$ cat src/rtl/clkroot_pkg.sv
// Package: shared offsets, command bit positions, field layout and the
// register-select encoding for the clock root configuration bank.
package clkroot_pkg;

    // Register byte offsets; software depends on these.
    localparam int unsigned OFS_CMD = 32'h00;
    localparam int unsigned OFS_CFG = 32'h04;
    localparam int unsigned OFS_M   = 32'h08;
    localparam int unsigned OFS_N   = 32'h0C;
    localparam int unsigned OFS_D   = 32'h10;

    // Command register bit positions.
    localparam int unsigned BIT_UPD       = 0;
    localparam int unsigned BIT_EN        = 1;
    localparam int unsigned BIT_DIRTY_CFG = 4;
    localparam int unsigned BIT_DIRTY_N   = 5;
    localparam int unsigned BIT_DIRTY_M   = 6;
    localparam int unsigned BIT_DIRTY_D   = 7;
    localparam int unsigned BIT_OFF       = 31;

    // Configuration register field layout.
    localparam int unsigned SRC_LSB  = 8;
    localparam int unsigned SRC_W    = 3;
    localparam int unsigned MODE_LSB = 12;
    localparam int unsigned MODE_W   = 2;
    localparam logic [MODE_W-1:0] MODE_DUAL = 2'd2;

    // Dirty flag indices (order matches command bits 4..7).
    localparam int unsigned DF_CFG = 0;
    localparam int unsigned DF_N   = 1;
    localparam int unsigned DF_M   = 2;
    localparam int unsigned DF_D   = 3;
    localparam int unsigned NUM_DF = 4;

    typedef enum logic [2:0] {
        SEL_NONE,
        SEL_CMD,
        SEL_CFG,
        SEL_M,
        SEL_N,
        SEL_D
    } reg_sel_e;

endpackage

$ cat src/rtl/clkroot_addr_decode.sv
// Module: clkroot_addr_decode
// Maps a byte offset to a register select. Any offset that is not mapped
// yields SEL_NONE.
// Assumes ADDR_W is wide enough to hold the largest offset (0x10).
module clkroot_addr_decode #(
    parameter int unsigned ADDR_W = 5
) (
    input  logic [ADDR_W-1:0]      addr,
    output clkroot_pkg::reg_sel_e  sel
);
    import clkroot_pkg::*;

    // Full-width compare against each mapped offset.
    always_comb begin
        if (addr == ADDR_W'(OFS_CMD))      sel = SEL_CMD;
        else if (addr == ADDR_W'(OFS_CFG)) sel = SEL_CFG;
        else if (addr == ADDR_W'(OFS_M))   sel = SEL_M;
        else if (addr == ADDR_W'(OFS_N))   sel = SEL_N;
        else if (addr == ADDR_W'(OFS_D))   sel = SEL_D;
        else                               sel = SEL_NONE;
    end

endmodule

$ cat src/rtl/clkroot_shadow_regs.sv
// Module: clkroot_shadow_regs
// Holds the software-visible shadow copies of the configuration, M, N and
// D registers. Also produces one write strobe per register.
// Assumes the field values have already been extracted from the bus data.
module clkroot_shadow_regs #(
    parameter int unsigned CFG_W = 10,
    parameter int unsigned MND_W = 8
) (
    input  logic                  clk,
    input  logic                  rst_n,
    input  logic                  bus_wr_en,
    input  clkroot_pkg::reg_sel_e sel,
    input  logic [CFG_W-1:0]      w_cfg,
    input  logic [MND_W-1:0]      w_mnd,
    output logic                  wr_cfg,
    output logic                  wr_m,
    output logic                  wr_n,
    output logic                  wr_d,
    output logic [CFG_W-1:0]      sh_cfg,
    output logic [MND_W-1:0]      sh_m,
    output logic [MND_W-1:0]      sh_n,
    output logic [MND_W-1:0]      sh_d
);
    import clkroot_pkg::*;

    // Per-register write strobes.
    always_comb begin
        wr_cfg = bus_wr_en && (sel == SEL_CFG);
        wr_m   = bus_wr_en && (sel == SEL_M);
        wr_n   = bus_wr_en && (sel == SEL_N);
        wr_d   = bus_wr_en && (sel == SEL_D);
    end

    // Shadow storage, loaded by the strobes and cleared by reset.
    always_ff @(posedge clk) begin
        if (!rst_n) begin
            sh_cfg <= '0;
            sh_m   <= '0;
            sh_n   <= '0;
            sh_d   <= '0;
        end else begin
            if (wr_cfg) sh_cfg <= w_cfg;
            if (wr_m)   sh_m   <= w_mnd;
            if (wr_n)   sh_n   <= w_mnd;
            if (wr_d)   sh_d   <= w_mnd;
        end
    end

endmodule

$ cat src/rtl/clkroot_update_seq.sv
// Module: clkroot_update_seq
// On a request, snapshots the shadow payload into a staging register and
// counts SYNC_STAGES cycles. On the final cycle it loads the active copy
// and drops pending. A request while pending is ignored.
// Assumes SYNC_STAGES >= 1.
module clkroot_update_seq #(
    parameter int unsigned SYNC_STAGES = 3,
    parameter int unsigned PAYLOAD_W   = 34
) (
    input  logic                 clk,
    input  logic                 rst_n,
    input  logic                 start,
    input  logic [PAYLOAD_W-1:0] shadow_in,
    output logic                 pending,
    output logic                 done,
    output logic [PAYLOAD_W-1:0] staged,
    output logic [PAYLOAD_W-1:0] active
);
    localparam int unsigned CNT_W = $clog2(SYNC_STAGES + 1);

    logic [CNT_W-1:0] cnt;

    // Completion happens on the edge where the countdown sits at one.
    always_comb done = pending && (cnt == CNT_W'(1));

    // Request capture, countdown, and transfer into the active copy.
    always_ff @(posedge clk) begin
        if (!rst_n) begin
            pending <= 1'b0;
            cnt     <= '0;
            staged  <= '0;
            active  <= '0;
        end else if (!pending) begin
            if (start) begin
                pending <= 1'b1;
                cnt     <= CNT_W'(SYNC_STAGES);
                staged  <= shadow_in;
            end
        end else if (done) begin
            pending <= 1'b0;
            cnt     <= '0;
            active  <= staged;
        end else begin
            cnt <= cnt - CNT_W'(1);
        end
    end

endmodule

$ cat src/rtl/clkroot_dirty_track.sv
// Module: clkroot_dirty_track
// One dirty flag per shadow register. Between updates a flag sets when its
// register is written with a value that differs from the active copy. On
// the completion edge every flag is recomputed against the values being
// applied, so only writes made during the pending window stay marked.
// Assumes done is a single-cycle pulse and staged holds the values applied
// on that edge.
module clkroot_dirty_track #(
    parameter int unsigned CFG_W = 10,
    parameter int unsigned MND_W = 8
) (
    input  logic                              clk,
    input  logic                              rst_n,
    input  logic                              done,
    input  logic [clkroot_pkg::NUM_DF-1:0]    wr_vec,
    input  logic [CFG_W-1:0]                  w_cfg,
    input  logic [MND_W-1:0]                  w_mnd,
    input  logic [CFG_W-1:0]                  sh_cfg,
    input  logic [MND_W-1:0]                  sh_m,
    input  logic [MND_W-1:0]                  sh_n,
    input  logic [MND_W-1:0]                  sh_d,
    input  logic [CFG_W-1:0]                  act_cfg,
    input  logic [MND_W-1:0]                  act_m,
    input  logic [MND_W-1:0]                  act_n,
    input  logic [MND_W-1:0]                  act_d,
    input  logic [CFG_W-1:0]                  stg_cfg,
    input  logic [MND_W-1:0]                  stg_m,
    input  logic [MND_W-1:0]                  stg_n,
    input  logic [MND_W-1:0]                  stg_d,
    output logic [clkroot_pkg::NUM_DF-1:0]    dirty
);
    import clkroot_pkg::*;

    localparam int unsigned FW = (CFG_W > MND_W) ? CFG_W : MND_W;

    logic [FW-1:0] cand [NUM_DF];
    logic [FW-1:0] refv [NUM_DF];

    // Candidate shadow value after this edge, and the reference it is
    // compared with: the staged values on completion, else the active ones.
    always_comb begin
        cand[DF_CFG] = wr_vec[DF_CFG] ? FW'(w_cfg) : FW'(sh_cfg);
        cand[DF_N]   = wr_vec[DF_N]   ? FW'(w_mnd) : FW'(sh_n);
        cand[DF_M]   = wr_vec[DF_M]   ? FW'(w_mnd) : FW'(sh_m);
        cand[DF_D]   = wr_vec[DF_D]   ? FW'(w_mnd) : FW'(sh_d);
        refv[DF_CFG] = done ? FW'(stg_cfg) : FW'(act_cfg);
        refv[DF_N]   = done ? FW'(stg_n)   : FW'(act_n);
        refv[DF_M]   = done ? FW'(stg_m)   : FW'(act_m);
        refv[DF_D]   = done ? FW'(stg_d)   : FW'(act_d);
    end

    for (genvar i = 0; i < NUM_DF; i++) begin : g_flag
        // Per-register flag: sticky set between updates, recomputed at done.
        always_ff @(posedge clk) begin
            if (!rst_n)
                dirty[i] <= 1'b0;
            else if (done)
                dirty[i] <= (cand[i] != refv[i]);
            else if (wr_vec[i] && (cand[i] != refv[i]))
                dirty[i] <= 1'b1;
        end
    end

endmodule

$ cat src/rtl/clkroot_root_gate.sv
// Module: clkroot_root_gate
// Stores the software root-enable bit and passes it through SYNC_STAGES
// flops before it reaches the clock gate. Its latency therefore matches
// the configuration update latency.
// Assumes SYNC_STAGES >= 1.
module clkroot_root_gate #(
    parameter int unsigned SYNC_STAGES = 3
) (
    input  logic clk,
    input  logic rst_n,
    input  logic en_wr,
    input  logic en_val,
    output logic en_q,
    output logic root_on
);
    logic [SYNC_STAGES-1:0] pipe;

    // Software-visible enable bit.
    always_ff @(posedge clk) begin
        if (!rst_n)     en_q <= 1'b0;
        else if (en_wr) en_q <= en_val;
    end

    for (genvar s = 0; s < SYNC_STAGES; s++) begin : g_stage
        if (s == 0) begin : g_first
            // First synchroniser stage takes the enable bit.
            always_ff @(posedge clk) begin
                if (!rst_n) pipe[s] <= 1'b0;
                else        pipe[s] <= en_q;
            end
        end else begin : g_next
            // Later stages shift the previous stage along.
            always_ff @(posedge clk) begin
                if (!rst_n) pipe[s] <= 1'b0;
                else        pipe[s] <= pipe[s-1];
            end
        end
    end

    always_comb root_on = pipe[SYNC_STAGES-1];

endmodule

$ cat src/rtl/clkroot_cfg_bank.sv
// Module: clkroot_cfg_bank (top)
// Double-buffered configuration registers for one clock root generator.
// Shadow writes reach the active outputs only through an update request
// that completes SYNC_STAGES cycles later. The module also provides
// dirty-flag tracking and a root enable with the same latency.
// Assumes DATA_W = 32 (the root-off bit sits at bit 31), DIV_W <= 8 and
// MND_W <= 32. The read path is combinational from bus_addr.
module clkroot_cfg_bank #(
    parameter int unsigned ADDR_W      = 5,
    parameter int unsigned DATA_W      = 32,
    parameter int unsigned DIV_W       = 5,
    parameter int unsigned MND_W       = 8,
    parameter int unsigned SYNC_STAGES = 3
) (
    input  logic              clk,
    input  logic              rst_n,
    input  logic              bus_wr_en,
    input  logic [ADDR_W-1:0] bus_addr,
    input  logic [DATA_W-1:0] bus_wdata,
    output logic [DATA_W-1:0] bus_rdata,
    output logic [DIV_W-1:0]  act_div,
    output logic [2:0]        act_src,
    output logic [1:0]        act_mode,
    output logic [MND_W-1:0]  act_m,
    output logic [MND_W-1:0]  act_n,
    output logic [MND_W-1:0]  act_d,
    output logic              dual_edge,
    output logic              root_clk_en
);
    import clkroot_pkg::*;

    localparam int unsigned CFG_W     = DIV_W + SRC_W + MODE_W;
    localparam int unsigned PAYLOAD_W = CFG_W + 3 * MND_W;

    reg_sel_e              sel;
    logic [CFG_W-1:0]      w_cfg;
    logic [MND_W-1:0]      w_mnd;
    logic                  wr_cfg, wr_m, wr_n, wr_d;
    logic [CFG_W-1:0]      sh_cfg;
    logic [MND_W-1:0]      sh_m, sh_n, sh_d;
    logic                  cmd_wr;
    logic                  upd_start;
    logic                  upd_pending;
    logic                  upd_done;
    logic [PAYLOAD_W-1:0]  stg_payload;
    logic [PAYLOAD_W-1:0]  act_payload;
    logic [CFG_W-1:0]      stg_cfg, act_cfg;
    logic [MND_W-1:0]      stg_m, stg_n, stg_d;
    logic [NUM_DF-1:0]     dirty_flags;
    logic                  en_q;
    logic                  unused_wdata_bits;

    // Only the implemented bit slices of the bus data are used.
    always_comb unused_wdata_bits = ^bus_wdata;

    clkroot_addr_decode #(.ADDR_W(ADDR_W)) u_dec (
        .addr (bus_addr),
        .sel  (sel)
    );

    // Extract the write fields in packed order {mode, src, div}.
    always_comb begin
        w_cfg  = {bus_wdata[MODE_LSB +: MODE_W],
                  bus_wdata[SRC_LSB  +: SRC_W],
                  bus_wdata[DIV_W-1:0]};
        w_mnd  = bus_wdata[MND_W-1:0];
        cmd_wr = bus_wr_en && (sel == SEL_CMD);
        upd_start = cmd_wr && bus_wdata[BIT_UPD];
    end

    clkroot_shadow_regs #(.CFG_W(CFG_W), .MND_W(MND_W)) u_shadow (
        .clk       (clk),
        .rst_n     (rst_n),
        .bus_wr_en (bus_wr_en),
        .sel       (sel),
        .w_cfg     (w_cfg),
        .w_mnd     (w_mnd),
        .wr_cfg    (wr_cfg),
        .wr_m      (wr_m),
        .wr_n      (wr_n),
        .wr_d      (wr_d),
        .sh_cfg    (sh_cfg),
        .sh_m      (sh_m),
        .sh_n      (sh_n),
        .sh_d      (sh_d)
    );

    clkroot_update_seq #(.SYNC_STAGES(SYNC_STAGES), .PAYLOAD_W(PAYLOAD_W)) u_seq (
        .clk       (clk),
        .rst_n     (rst_n),
        .start     (upd_start),
        .shadow_in ({sh_cfg, sh_m, sh_n, sh_d}),
        .pending   (upd_pending),
        .done      (upd_done),
        .staged    (stg_payload),
        .active    (act_payload)
    );

    // Unpack the staged and active payloads into their fields.
    always_comb begin
        {stg_cfg, stg_m, stg_n, stg_d} = stg_payload;
        {act_cfg, act_m, act_n, act_d} = act_payload;
        {act_mode, act_src, act_div}   = act_cfg;
        dual_edge = (act_mode == MODE_DUAL);
    end

    clkroot_dirty_track #(.CFG_W(CFG_W), .MND_W(MND_W)) u_dirty (
        .clk     (clk),
        .rst_n   (rst_n),
        .done    (upd_done),
        .wr_vec  ({wr_d, wr_m, wr_n, wr_cfg}),
        .w_cfg   (w_cfg),
        .w_mnd   (w_mnd),
        .sh_cfg  (sh_cfg),
        .sh_m    (sh_m),
        .sh_n    (sh_n),
        .sh_d    (sh_d),
        .act_cfg (act_cfg),
        .act_m   (act_m),
        .act_n   (act_n),
        .act_d   (act_d),
        .stg_cfg (stg_cfg),
        .stg_m   (stg_m),
        .stg_n   (stg_n),
        .stg_d   (stg_d),
        .dirty   (dirty_flags)
    );

    clkroot_root_gate #(.SYNC_STAGES(SYNC_STAGES)) u_gate (
        .clk     (clk),
        .rst_n   (rst_n),
        .en_wr   (cmd_wr),
        .en_val  (bus_wdata[BIT_EN]),
        .en_q    (en_q),
        .root_on (root_clk_en)
    );

    // Read multiplexer; unimplemented bits and unmapped offsets read zero.
    always_comb begin
        bus_rdata = '0;
        case (sel)
            SEL_CMD: begin
                bus_rdata[BIT_UPD]       = upd_pending;
                bus_rdata[BIT_EN]        = en_q;
                bus_rdata[BIT_DIRTY_CFG] = dirty_flags[DF_CFG];
                bus_rdata[BIT_DIRTY_N]   = dirty_flags[DF_N];
                bus_rdata[BIT_DIRTY_M]   = dirty_flags[DF_M];
                bus_rdata[BIT_DIRTY_D]   = dirty_flags[DF_D];
                bus_rdata[BIT_OFF]       = ~root_clk_en;
            end
            SEL_CFG: begin
                bus_rdata[DIV_W-1:0]          = sh_cfg[DIV_W-1:0];
                bus_rdata[SRC_LSB +: SRC_W]   = sh_cfg[DIV_W +: SRC_W];
                bus_rdata[MODE_LSB +: MODE_W] = sh_cfg[DIV_W+SRC_W +: MODE_W];
            end
            SEL_M:   bus_rdata[MND_W-1:0] = sh_m;
            SEL_N:   bus_rdata[MND_W-1:0] = sh_n;
            SEL_D:   bus_rdata[MND_W-1:0] = sh_d;
            default: bus_rdata = '0;
        endcase
    end

endmodule

$ cat config.mk
export PLATFORM = sky130hd
export DESIGN_NAME = clkroot_cfg_bank
export DESIGN_NICKNAME = d
export VERILOG_FILES = /design/src/rtl/clkroot_pkg.sv /design/src/rtl/clkroot_addr_decode.sv /design/src/rtl/clkroot_shadow_regs.sv /design/src/rtl/clkroot_update_seq.sv /design/src/rtl/clkroot_dirty_track.sv /design/src/rtl/clkroot_root_gate.sv /design/src/rtl/clkroot_cfg_bank.sv
export SDC_FILE = /design/constraint.sdc
export NUM_CORES = 1
export LEC_CHECK = 0
export BUFFER_PORTS_ARGS = -buffer_cell sky130_fd_sc_hd__buf_2
export CORE_MARGIN = 2
export CORE_UTILIZATION = 56
export CTS_CLUSTER_SIZE = 20
export DETAILED_ROUTE_END_ITERATION = 10
export GPL_ROUTABILITY_DRIVEN = 0
export GPL_TIMING_DRIVEN = 0
export PLACE_DENSITY_LB_ADDON = 0.25
export SLEW_MARGIN = 10
export SYNTH_ARGS = -nofsm -noshare
export SYNTH_HDL_FRONTEND = slang
export SYNTH_HIERARCHICAL = 1
export SYNTH_SLANG_ARGS = --single-unit
$ cat constraint.sdc
create_clock -name clk -period 3.66 [get_ports clk]
set_clock_uncertainty 0.05 [all_clocks]
set_input_delay 0.732 -clock clk [delete_from_list [all_inputs] [get_ports clk]]
set_output_delay 0.732 -clock clk [all_outputs]
set_load 0.02 [all_outputs]
# Word level (Yosys, flattened, before mapping)
# Index checks and enable logic that the tools add are counted.
totals:
  out_inout_bits: 68
  word_cells: 87
  ff_bits: 113
classes:
  add_sub_neg: 1
  n_eq_ne: 15
  reduce_logical: 19
  bitwise_logic: 2
  n_mux: 34
ops:
  columns: ["cell", "n"]
  rows:
  - ["$mux 8", 6]
  - ["$ne 10x10->1", 4]
  - ["$mux 10", 2]
  - ["$mux 3", 6]
  - ["$mux 1", 12]
  - ["$pmux 3 s4", 1]
  - ["$logic_and 1x1->1", 11]
  - ["$eq 5x4->1 const B", 2]
  - ["$pmux 2 s5", 1]
  - ["$reduce_bool 2->1", 5]
  - ["$mux 2", 4]
  - ["$pmux 2 s4", 1]
  - ["$eq 3x2->1 const B", 2]
  - ["$eq 3x3->1 const B", 2]
  - ["$eq 5x3->1 const B", 1]
  - ["$eq 5x5->1 const B", 1]
  - ["$logic_not 5->1", 1]
  - ["$pmux 1 s5", 1]
  - ["$reduce_and 2->1", 2]
  - ["$eq 3x1->1 const B", 1]
  - ["$eq 2x1->1 const B", 1]
  - ["$eq 2x2->1 const B", 1]
  - ["$not 1->1", 2]
  - ["$sub 2x1->2 const B", 1]

# Longest topological paths before layout
depth:
  ltp_word: 13
  depth_mapped: 12
  ltp_nobuf: 9

# By module
# Netlist, hierarchy kept.
modules_own_cells:
  columns: ["mod", "n_inst", "cells_per_inst", "area_each_um2"]
  rows:
  - ["clkroot_update_seq", 1, 273, 2731.4]
  - ["clkroot_shadow_regs", 1, 136, 1345.0]
  - ["clkroot_dirty_track", 1, 136, 1287.5]
  - ["clkroot_cfg_bank", 1, 69, 496.7]
  - ["clkroot_root_gate", 1, 9, 115.1]
  - ["clkroot_addr_decode", 1, 6, 52.6]

# Worst setup path after synthesis
# OpenSTA, ideal clock, no wires.
synth_timing:
  path_type: "input -> output"
  from: "input bus_addr[3]"
  to: "output bus_rdata[0]"
  arrival_time_ns: 2.471
  t_required_ns: 2.878
  setup_slack_ns: 0.407
  stages: 5
  cell_sequence: "a2111oi_0 -> buf_4 -> buf_2 -> a31oi_1 -> o21ai_0"
synth_via:
  elab_chain_len: 8
synth_rtl:
  columns: ["item", "line", "source"]
  rows:
  - ["start: declaration", "clkroot_cfg_bank.sv:18", "input logic [ADDR_W-1:0] bus_addr,"]
  - ["$eq 5x5->1", "clkroot_addr_decode.sv:19", "else if (addr == ADDR_W'(OFS_D)) sel = SEL_D;"]
  - ["$mux 3", "clkroot_addr_decode.sv:19", null]
  - ["$mux 3", "clkroot_addr_decode.sv:18", "else if (addr == ADDR_W'(OFS_N)) sel = SEL_N;"]
  - ["$mux 3", "clkroot_addr_decode.sv:17", "else if (addr == ADDR_W'(OFS_M)) sel = SEL_M;"]
  - ["$mux 3", "clkroot_addr_decode.sv:16", "else if (addr == ADDR_W'(OFS_CFG)) sel = SEL_CFG;"]
  - ["$mux 3 *", "clkroot_addr_decode.sv:15", "if (addr == ADDR_W'(OFS_CMD)) sel = SEL_CMD;"]
  - ["$eq 3x3->1, or another cell as far along", "clkroot_cfg_bank.sv:141", "case (sel)"]
  - ["$pmux 2 s5 *", "clkroot_cfg_bank.sv:141", null]
  - ["end: declaration", "clkroot_cfg_bank.sv:20", "output logic [DATA_W-1:0] bus_rdata,"]
# Mark *: on every way between the ends. The rest lies on a longest branch, timed or not.

# Worst setup path in the final report
layout_timing:
  from: "input bus_addr[3]"
  to: "output bus_rdata[2]"
layout_via:
  elab_chain_len: 8
layout_rtl:
  columns: ["item", "line", "source"]
  rows:
  - ["$eq 5x5->1", "clkroot_addr_decode.sv:19", null]
  - ["$mux 3", "clkroot_addr_decode.sv:19", null]
  - ["$mux 3", "clkroot_addr_decode.sv:18", null]
  - ["$mux 3", "clkroot_addr_decode.sv:17", null]
  - ["$mux 3", "clkroot_addr_decode.sv:16", null]
  - ["$mux 3 *", "clkroot_addr_decode.sv:15", null]
  - ["via sel[2]", "clkroot_cfg_bank.sv:35", "reg_sel_e sel;"]
  - ["$eq 3x3->1 / $eq 3x2->1 (equally long branches)", "clkroot_cfg_bank.sv:141", null]
  - ["$pmux 2 s4 *", "clkroot_cfg_bank.sv:141", null]
# Mark *: on every way through the listed nets, which the timed path passes. The rest lies on a longest branch.

==> reports/metrics.yaml <==
cp-start-kind: "input pin"
post-route-util_pct: 70.5
nets: 776
antenna_found_initial: 0
die_h_um: 108
synth_compound_area_share_pct: 4.07
ys_types: 48
drc: 0
grt_max_degree: 17
port_buffers: 70
drtAntennaViolNets: 0
place_ws_ps: -83.8
synthMuxAreaShare_pct: 29.9
crit_chain: "buf_2 -> or3b_1 -> a211oi_4 -> nor2b_1 -> a221oi_1 -> a21oi_1 -> buf_2"
synth_ff_type: "dfxtp_1"
cts_buffer_depth: 2
maxSlewViolCount: 0
ir_worst_vdd_mv: 0.286
viasPerCell: 5.65
yosysWarnings: 6
yosys.area.top_type: "dfxtp_1"
power_mw: 3.32
rr_startpoint: "u_seq/cnt[0]"
cts_sinks: 113
synthToLayoutAreaGrowth_pct: 21.3
routed_wirelength_um: 16600
cts-root-buf: "clkbuf_8"
max_cap_violations: 0
setup_ws_ps: 103
min_delay_path_depth: 1
die_w_um: 108
nFillCells: 788
crit_path_max_incr_delay_ps: 480
fin_setup_tns_ps: 0
h-tree-depth: 4
dieArea_mm2: 0.0116
ioPinCount: 108
first_pass_iters: 5
start_util_pct: 58.1
min_from: "u_gate/pipe[1]"
synth_simple_gate_area_share_pct: 14.4
grt_pass1_vias: 5039
grt.overflow.total: 0
drt-initial-drc-count: 393
synth-async-reset-ratio_pct: 0
slew_headroom_pct: 56.8
regArea_mm2: 0.00226
power.density_mw_per_mm2: 454
synth_top_area_share_pct: 37.5
drive_above_1_share_pct: 21.9
critical-path-slowest-cell: "a211oi_4"
fmax_mhz: 281
dp.final_hpwl_um: 12100
ys_seq_area_share_pct: 37.5
path_class: "in -> out"
synthAdderAreaFrac_pct: 0.208
status: "finished clean"
cts_buffers: 17
core_area_mm2: 0.0104
insertion_delay_ps: 520
leakagePower_nw: 2.77
endpoint_kind: "output pin"
worst_pin_slew_ps: 643
num_rows: 37
tritoncts: "built"
grt_usage_pct: 29.2
worstPathArrival_ps: 2780
hold_class: "reg -> reg"
synth_xor_area_share_pct: 5.09
cp.required_ps: 2880
netlist_area_mm2: 0.00603
grt_first_pass_wirelength_um: 25700
antennaDiodeCount: 0
path_common_cell: "buf_2"
vias: 4997
multi_input_area_mm2: 0.00332
hold_viol_final: 0
timing.final.crit_share_pct: 97.2
reg2reg_slack_ps: 1050
min_to: "u_gate/root_on"
synth_top_family_by_area: "multiplexers"
crit_path_max_fanout: 12
wl_per_cell_um: 18.8
r2r-end: "u_dirty/dirty[0]"
synth_cells: 629
rr_worst_depth: 11
synth_edf_count: 0
grt_setup_unrepaired: "false"
finalCriticalPeriod_ps: 3560
yosys-top-cells-area: "dfxtp_1 38%, mux2i_1 30%, nand2_1 9.6%"
clk_pin_slew_ps: 50
finalSetupViolCount: 0
avgSynthCellArea_um2: 9.58
synth-seq-cells: 113
routing by layer:
metal  vias up  global-route usage, %  share of wire (%)
li1       2342                      -                  -
met1      2354                   33.8                 40
met2       251                   50.1                 49
met3        50                   7.57                7.8
met4         0                   13.6                3.6
met5         -                      0                  0
logic make-up after synthesis:
kind of cell,count (synthesis)
DFF,113
xor gates and xnor gates,35
other,1
and+or+nand+nor,196
AOI/OAI and AO/OA,35
buffers and inverters,68
adders and majority gates,1
muxes,180
how the worst max path moves through the flow:
| stage | startpoint | cells after the start | endpoint |
|---|---|---|---|
| after floorplan | bus_addr[3] | 5 | bus_rdata[0] |
| after global placement | bus_addr[3] | 10 | u_seq/staged[27] |
| after detailed placement | bus_addr[3] | 12 | u_dirty/dirty[3] |
| after CTS | bus_addr[3] | 7 | bus_rdata[2] |
| after global routing | bus_addr[3] | 7 | bus_rdata[2] |
| final | bus_addr[3] | 7 | bus_rdata[2] |
Yosys cell counts, drive strengths merged (3+ instances only):
cell type    n
a21oi        6
xnor2        5
dfxtp      113
o22ai        3
mux2i      178
inv          7
nor4         8
nand2      154
a211oi       3
clkbuf       5
buf         56
o21ai        7
and2        10
xor2        30
nor3         4
nor2b        5
a31o         3
metrics by stage:
step	hold WS, ps	instance area (um^2)	instances
global placement	366	6610	852
detailed placement	373	6610	852
global route	413	7310	884
floorplan	362	6090	646
CTS	389	7300	884
finish	385	7310	884
critical path, delay by kind of cell:
family | cells | cell delay, ps
buffers and inverters | 2 | 330
AND/OR/NAND/NOR | 2 | 880
AO/OA/AOI/OAI | 3 | 820
power by group:
| part | total (mW) | switching (mW) | internal (mW) |
|---|---|---|---|
| Sequential | 1.24 | 0.00521 | 1.24 |
| Clock | 1.91 | 0.563 | 1.35 |
| Combinational | 0.172 | 0.114 | 0.0582 |
| Total | 3.32 | 0.682 | 2.64 |
cells in the final DEF (no fill, tap or decap), types with 3 or more instances in the layout:
master	n
a21oi_1	6
a31o_1	3
and2_1	9
buf_12	6
buf_2	89
buf_4	24
buf_6	5
bufinv_16	7
clkbuf_1	7
clkbuf_16	16
clkbuf_8	3
conb_1	18
dfxtp_1	113
inv_1	7
mux2i_1	178
nand2_1	154
nor2b_1	5
nor3_1	4
nor4_1	7
o21ai_0	7
o22ai_1	3
xnor2_1	5
xor2_1	30
state kept, by name (all words and copies together), names as in the netlist, 4 cells and up:
name and cells:
u_dirty/dirty 4, u_seq/active 34, u_seq/staged 34, u_shadow/sh_cfg 10, u_shadow/sh_d 8, u_shadow/sh_m 8, u_shadow/sh_n 8
cell type report:
cell class                 instances  area share [%]
inverter                           7           0.359
tap                              136            2.33
buffer                            61            6.86
multi-input combinational        465            45.4
sequential                       113            30.9
clock inverter                    10            3.13
clock buffer                      22            6.19
timing repair buffer              70            4.79
timing repair:
item,CTS,global route
setup buffers,0,0
hold buffers,0,0
endpoints found under the setup margin,1,10
resized for setup,1,3
cloned,0,0
pin swaps,0,0
No activity file was read; power rests on OpenSTA's default activity.
